===== config.mk =====
export PLATFORM = sky130hd
export DESIGN_NAME = word_mem_responder
export DESIGN_NICKNAME = d
export VERILOG_FILES = /design/src/rtl/wmr_pkg.sv /design/src/rtl/wmr_store.sv /design/src/rtl/wmr_timer.sv /design/src/rtl/word_mem_responder.sv
export SDC_FILE = /design/constraint.sdc
export NUM_CORES = 2
export LEC_CHECK = 0
export ABC_CLOCK_PERIOD_IN_PS = 5100
export BUFFER_PORTS_ARGS = -buffer_cell sky130_fd_sc_hd__buf_2
export CAP_MARGIN = 20
export CORE_MARGIN = 5
export CORE_UTILIZATION = 30
export CTS_BUF_LIST = sky130_fd_sc_hd__clkbuf_16
export DETAILED_ROUTE_END_ITERATION = 16
export GPL_TIMING_DRIVEN = 0
export SYNTH_ARGS = -nofsm -noshare
export SYNTH_HDL_FRONTEND = slang
export SYNTH_SLANG_ARGS = --single-unit
export TNS_END_PERCENT = 50

===== constraint.sdc =====
create_clock -name clk -period 5.1 [get_ports clk]
set_input_delay 1.02 -clock clk [delete_from_list [all_inputs] [get_ports clk]]
set_output_delay 1.02 -clock clk [all_outputs]
set_load 0.005 [all_outputs]

===== src/rtl/wmr_pkg.sv =====
package wmr_pkg;
  localparam int DEFAULT_LAT = 2;

  // Read latency in cycles: ceiling of raw delay over clock period.
  function automatic int calc_lat(input int raw_delay, input int clk_period);
    int lat;
    if (raw_delay <= 0 || clk_period <= 0) lat = DEFAULT_LAT;
    else lat = (raw_delay + clk_period - 1) / clk_period;
    if (lat < 1) lat = 1;
    return lat;
  endfunction
endpackage


===== src/rtl/wmr_store.sv =====
module wmr_store #(
  parameter int DATA_W = 32,
  parameter int IDX_W  = 6
) (
  input  logic              clk,
  input  logic              bus_we,
  input  logic [IDX_W-1:0]  bus_idx,
  input  logic [DATA_W-1:0] bus_wdata,
  input  logic              bd_we,
  input  logic [IDX_W-1:0]  bd_idx,
  input  logic [DATA_W-1:0] bd_wdata,
  input  logic [IDX_W-1:0]  rd_idx,
  output logic [DATA_W-1:0] rd_word
);
  localparam int DEPTH = 2 ** IDX_W;

  logic [DATA_W-1:0] words [DEPTH];

  // One write-enable decode per word; the backdoor wins on a collision.
  for (genvar g = 0; g < DEPTH; g++) begin : g_word
    logic bd_hit, bus_hit;
    assign bd_hit  = bd_we  && (bd_idx  == IDX_W'(g));
    assign bus_hit = bus_we && (bus_idx == IDX_W'(g));
    always_ff @(posedge clk) begin
      if (bd_hit)       words[g] <= bd_wdata;
      else if (bus_hit) words[g] <= bus_wdata;
    end
  end

  assign rd_word = words[rd_idx];
endmodule


===== src/rtl/wmr_timer.sv =====
module wmr_timer #(
  parameter int LAT   = 2,
  parameter int CNT_W = 1
) (
  input  logic clk,
  input  logic rst_n,
  input  logic accept,
  input  logic start_rd,
  output logic pending,
  output logic done,
  output logic mfc
);
  logic [CNT_W-1:0] cnt_q, cnt_d;
  logic             pend_q, pend_d;
  logic             mfc_q, mfc_d;

  always_comb begin
    cnt_d  = cnt_q;
    pend_d = pend_q;
    mfc_d  = mfc_q;
    done   = 1'b0;
    if (pend_q) begin
      if (cnt_q == '0) begin
        pend_d = 1'b0;
        mfc_d  = 1'b1;
        done   = 1'b1;
      end else begin
        cnt_d = cnt_q - 1'b1;
      end
    end else if (accept) begin
      mfc_d = 1'b0;
      if (start_rd) begin
        pend_d = 1'b1;
        cnt_d  = CNT_W'(LAT - 1);
      end
    end
  end

  always_ff @(posedge clk or negedge rst_n) begin
    if (!rst_n) begin
      cnt_q  <= '0;
      pend_q <= 1'b0;
      mfc_q  <= 1'b0;
    end else begin
      cnt_q  <= cnt_d;
      pend_q <= pend_d;
      mfc_q  <= mfc_d;
    end
  end

  assign pending = pend_q;
  assign mfc     = mfc_q;

  // the flag is never up while a read is still counting
  p_flag_not_pending_r2: assert property (@(posedge clk) disable iff (!rst_n)
    pend_q |-> !mfc_q);
  // the flag only rises at the end of a pending read
  p_rise_after_read_r2: assert property (@(posedge clk) disable iff (!rst_n)
    $rose(mfc_q) |-> $past(pend_q));
  // the flag holds until an accepted strobe
  p_flag_holds_r5: assert property (@(posedge clk) disable iff (!rst_n)
    mfc_q && !accept |=> mfc_q);
  // an accepted strobe clears the flag
  p_accept_clears_r5: assert property (@(posedge clk) disable iff (!rst_n)
    accept |=> !mfc_q);
endmodule


===== src/rtl/word_mem_responder.sv =====
module word_mem_responder #(
  parameter int ADDR_W     = 8,
  parameter int DATA_W     = 32,
  parameter int RAW_DELAY  = 0,
  parameter int CLK_PERIOD = 1
) (
  input  logic              clk,
  input  logic              rst_n,
  input  logic              strobe,
  input  logic              rd_nwr,
  input  logic [ADDR_W-1:0] addr,
  input  logic [DATA_W-1:0] wdata,
  output logic [DATA_W-1:0] rdata,
  output logic              mfc,
  input  logic              bd_we,
  input  logic [ADDR_W-3:0] bd_idx,
  input  logic [DATA_W-1:0] bd_wdata
);
  localparam int IDX_W  = ADDR_W - 2;
  localparam int RD_LAT = wmr_pkg::calc_lat(RAW_DELAY, CLK_PERIOD);
  localparam int CNT_W  = (RD_LAT > 1) ? $clog2(RD_LAT) : 1;

  logic             pending, done, accept, start_rd, bus_we;
  logic [IDX_W-1:0] word_idx, rd_idx_q;
  logic [DATA_W-1:0] rd_word, rdata_q;
  logic             unused_lo_bits;

  assign unused_lo_bits = ^addr[1:0];
  assign word_idx = addr[ADDR_W-1:2];
  assign accept   = strobe && !pending;
  assign start_rd = accept && rd_nwr;
  assign bus_we   = accept && !rd_nwr;

  wmr_timer #(.LAT(RD_LAT), .CNT_W(CNT_W)) u_timer (
    .clk(clk), .rst_n(rst_n), .accept(accept), .start_rd(start_rd),
    .pending(pending), .done(done), .mfc(mfc)
  );

  wmr_store #(.DATA_W(DATA_W), .IDX_W(IDX_W)) u_store (
    .clk(clk), .bus_we(bus_we), .bus_idx(word_idx), .bus_wdata(wdata),
    .bd_we(bd_we), .bd_idx(bd_idx), .bd_wdata(bd_wdata),
    .rd_idx(rd_idx_q), .rd_word(rd_word)
  );

  always_ff @(posedge clk or negedge rst_n) begin
    if (!rst_n)        rd_idx_q <= '0;
    else if (start_rd) rd_idx_q <= word_idx;
  end

  always_ff @(posedge clk or negedge rst_n) begin
    if (!rst_n)    rdata_q <= '0;
    else if (done) rdata_q <= rd_word;
  end

  assign rdata = rdata_q;

  // a strobe during a pending read never writes storage
  p_busy_blocks_write_r6: assert property (@(posedge clk) disable iff (!rst_n)
    strobe && pending |-> !bus_we);
  // read data moves only when a read completes
  p_rdata_stable_r9: assert property (@(posedge clk) disable iff (!rst_n)
    !done |=> $stable(rdata_q));
  // a write never raises the flag
  p_write_no_flag_r4: assert property (@(posedge clk) disable iff (!rst_n)
    bus_we |=> !mfc);
endmodule


Word-level counts from Yosys, hierarchy flattened

Memories as Yosys holds them, arrays and structs flattened. A register that Yosys moved wholly into a read port is not among the register bits.
Index checks and enable logic that the tools add are counted.

Memory bits (read-only): 0
Bits in writable memories: 2048
Output and inout bits: 33
Bits in latches: 0
Logic and storage cells: 734
Bits of input ports: 83
Memories: 1
Flip-flop bits (word level): 9

Memory list:

| memory        | depth | width | read ports | clocked after memory_dff | write ports | RTL line        | source |
|---|---|---|---|---|---|---|---|
| u_store.words | 64    | 32    | 1          | 1                        | 64          | wmr_store.sv:17 | `logic [DATA_W-1:0] words [DEPTH];` |

Add/subtract/negate cells: 1
Order comparisons: 0
Bitwise logic cells: 64
Eq/ne operators: 127
Shift-type cells: 0
Mux-type cells: 397
Multipliers: 0
Div/mod/pow operators: 0
Reductions and logical operators: 140

Operators by type and width:

| kind                                                                  | count |
|---|---|
| 32-bit two-way mux                                                    | 64 |
| 6-bit equality test, second input constant                            | 64 |
| 1-bit two-way mux                                                     | 333 |
| 6-bit by 5-bit equality test with 1-bit output, second input constant | 32 |
| 1-bit logical AND                                                     | 131 |
| 6-bit by 4-bit equality test with 1-bit output, second input constant | 16 |
| 1-bit bitwise OR                                                      | 64 |
| 6-bit by 3-bit equality test with 1-bit output, second input constant | 8 |
| 6-bit by 2-bit equality test with 1-bit output, second input constant | 4 |
| 6-bit by 1-bit equality test with 1-bit output, second input constant | 2 |
| 6-bit logical NOT                                                     | 2 |
| 2-bit AND reduction                                                   | 2 |
| 2-bit nonzero test                                                    | 2 |
| 1-bit logical NOT                                                     | 3 |
| 2-bit != test, second input constant                                  | 1 |
| 1-bit subtractor, second input constant                               | 1 |

Logic depth before layout (Yosys ltp)

Word-level depth: 8
Depth in mapped cells: 10

Hierarchy

A second synthesis with hierarchy kept.

Cells, all modules: 6513
Area, all modules: 107026.4 sq um

Modules (own cells, without submodules):

| module             | area an instance (sq um) | times used | cells each |
|---|---|---|---|
| wmr_store          | 105304.7                 | 1          | 6417 |
| word_mem_responder | 1599.0                   | 1          | 84 |
| wmr_timer          | 122.6                    | 1          | 12 |

Worst setup path before layout

No wires, ideal clock.

Path type: input-to-reg
From: input rd_nwr
To: memory u_store.words[16][0], enable pin
Buffers on the path: 2
Required time: 4634 ps
Setup slack: 596 ps
Cell stages on the path: 5
Arrival time: 4039 ps
Cells stage by stage: and4bb_1 nand2b_1 clkbuf_1 clkbuf_1 o21ai_0

RTL lines:

| what        | RTL line                 | source |
|---|---|---|
| from (decl) | word_mem_responder.sv:10 | `input logic rd_nwr,` |
| to (decl)   | wmr_store.sv:17          |  |

==> impl_metrics.csv <==
group,metric,value,unit
run_status,status,"completed",
setup_path,crit_slowest_cell,"buf_2",
logic_synthesis,netlist_instances,6542,
setup_path,worstPathArrival,5.19,ns
placed_design,dp_cells,11400,
clocking,cts_hold_buf,0,
grt,grt_pass1_vias,65800,
die,io_pins,116,
clocking,cts-buffers-inserted,219,
sta,hold_violations,0,
setup_path,path_cells,"buf_2 > buf_2 > buf_2 > buf_1 > mux4_2 > a22oi_1 > nand4_1 > a221o_1",
routing,routed_via_density,5.46,
min_path,worstHoldPathType,"in2async",
placed_design,gp_congestion,0.942,
die,die_w,605,um
die,dieArea,366000,um^2
logic_synthesis,synth_top_flop_cell,"edfxtp_1",
logic_synthesis,synth_edf_count,2048,
job,cap_violations,0,
sta,max_freq,0.227,GHz
die,rows,218,
logic_synthesis,ys_types,41,
setup_path,path_max_fanout,13,
clocking,clock_latency,0.91,ns
die,start_util,30.1,%
routing,drt_first_pass_iters,6,
logic_synthesis,ys_ff_latch,2089,
pwr,ir_drop,309,uV
final_layout,final_common_cell,"edfxtp_1",
clocking,clkTransAtPathRegs,0.06,ns
routing,postRouteAntennaNets,0,
clocking,cts_num_sinks,2089,
sta,tightest_slew,1.30,ns
routing,drt_first_iter_violations,7674,
grt,grt.total_usage,20.4,%
pwr,total_power,0.0474,W
setup_path,start_kind,"register",
clocking,clk_path_buf_depth,4,
setup_path,crit_path_max_incr_delay,0.79,ns
grt,grt-ovfl-total,0,
routing,vias,64800,
die,core,353000,um^2
setup_path,cp_data_required_time,5.89,ns
logic_synthesis,netlist_area,106000,um^2
sta,slew-limit-headroom,13.0,%
grt,grt_max_degree,23,
setup_path,critical_path_class,"reg2reg",
final_layout,fin_cells,11900,
logic_synthesis,postSynthAreaPerCell,16.2,um^2
clocking,post-cts-setup-buffers,0,
grt,grt_pass1_wl,527,mm
routing,wl,387,mm
final_layout,synthToLayoutAreaGrowth,15.0,%
logic_synthesis,ys_warn_count,0,
clocking,cts.htree.levels,4,
routing,routed_wire_length_per_instance,32.6,um
final_layout,drive_gt1_share,44.9,%
sta,setup_violations,0,
setup_path,cp_num_buf_inv,4,
sta,period_minus_slack,4.40,ns
final_layout,final_cell_mix,"2048 x edfxtp_1, 1948 x mux2_2, 487 x clkbuf_1, 384 x mux4_2, 320 x buf_2",
sta,rsz0062_at_grt,"false",
pwr,leakage,39.0,nW
placed_design,port_buffers,49,
pwr,power_density,388,nW/um^2
placed_design,hpwlAfterDp,305,mm
clocking,clockRootBuffer,"clkbuf_16",
clocking,cts-resized-gates,0,
sta,slew_violations,0,
clocking,cts_tree,"yes",
logic_synthesis,async_flop_share,1.96,%
grt,antenna_found_initial,59,
sta,clock_skew,0.0565,ns
routing,remaining_drc_errors,0,
logic_synthesis,ys_seq_area_share,58.9,%
final_layout,fin_nets,6992,
sta,post-route-period-util,86.3,%
setup_path,cp-end-kind,"register",
setup_path,crit_path_frequent_cell,"buf_2",
setup_path,cpLargestDelayFamily,"buffers and inverters",
logic_synthesis,synth_nets,6625,
die,die_h,605,um
## sequential cells by signal, indices dropped and copies added, names as in the netlist
name,count
u_timer.mfc,1
u_store.words,2048
rd_idx_q,6
u_timer.pending,1
u_timer.cnt_q,1
rdata,32
## where the power goes
group / internal (W) / leakage, nW / switching [W]
clock network: 0.00930 / 3.63 / 0.00705
registers: 0.0191 / 18.9 / 0.000346
logic: 0.00425 / 16.4 / 0.00738
total: 0.0326 / 39.0 / 0.0148
## worst paths after layout
path / start / end / slack [ns] / cells past startpoint
max reg2reg: rd_idx_q[2] / rdata[25] / 0.70 / 8
max in group asynchronous: rst_n / rdata[16] / 4.21 / 2
min in group clk: strobe / u_timer.mfc / 0.39 / 2
min: rst_n / rdata[9] / 0.20 / 1
min reg2reg: u_timer.cnt_q / u_timer.pending / 0.49 / 2
max: rd_idx_q[2] / rdata[25] / 0.70 / 8
## Yosys cell counts, drive strengths merged (2+ instances only)
master	number	area, um^2
nand4	34	213
nand2	124	465
clkbuf	487	1830
or2	2	12.5
a221o	32	320
or3b	2	17.5
inv	2	7.51
dfrtp	41	1030
nor3	22	170
a22oi	160	1200
nand2b	6	37.5
nor3b	2	15.0
mux2i	288	2880
edfxtp	2048	61500
nand3b	2	15.0
mux4	384	8650
buf	384	1940
nor4	2	12.5
o22ai	96	601
a21oi	32	160
mux2	2055	23100
o21ai	35	175
nand3	78	390
or3	32	200
a211oi	78	661
nor2b	41	257
nor2	66	255
## stage by stage
| stage | utilization [%] | setup TNS [ns] | cell area [um^2] | setup slack (ns) | hold WS (ns) |
|---|---|---|---|---|---|
| final | 34.6 | 0 | 122000 | 0.698 | 0.203 |
| after global routing | 34.6 | 0 | 122000 | 0.707 | 0.211 |
| after CTS | 34.6 | 0 | 122000 | 0.696 | 0.156 |
| after detailed placement | 32.6 | 0 | 115000 | 0.349 | 0.485 |
| after global placement | 31.9 | -3852.02 | 112000 | -2.72 | 0.468 |
| after floorplan | - | 0 | 106000 | 0.596 | 0.450 |
## area by class of cell
class                   instances  area [um^2]
clock buffers                 223         5580
multi-input cells            3580        40800
inverters                       2         7.51
well taps                    4730         5920
diodes                         49          123
fillers                     33500       230000
repair buffers                146         2020
plain buffers                 871         3770
clock inverters               176         1500
flip-flops and latches       2089        62500
## metal layers
layer / up-vias / part of all wire, % / global-route usage, %
li1: 26700 / - / -
met1: 34300 / 38 / 25.5
met2: 3114 / 48 / 34.0
met3: 643 / 8.0 / 3.93
met4: 4 / 5.4 / 9.99
met5: - / 0.0054 / 0
## kinds of logic (layout without fill, tap and decap cells)
kind of cell	Yosys count	after routing	synth area share, %
and+or+nand+nor	419	419	1.99
DFF	2089	2089	58.9
buffers and inverters	873	1418	3.55
other	0	49	0
muxes	2727	2727	32.6
AOI/OAI and AO/OA	434	434	2.94
Power figures use the tool's default switching activity.
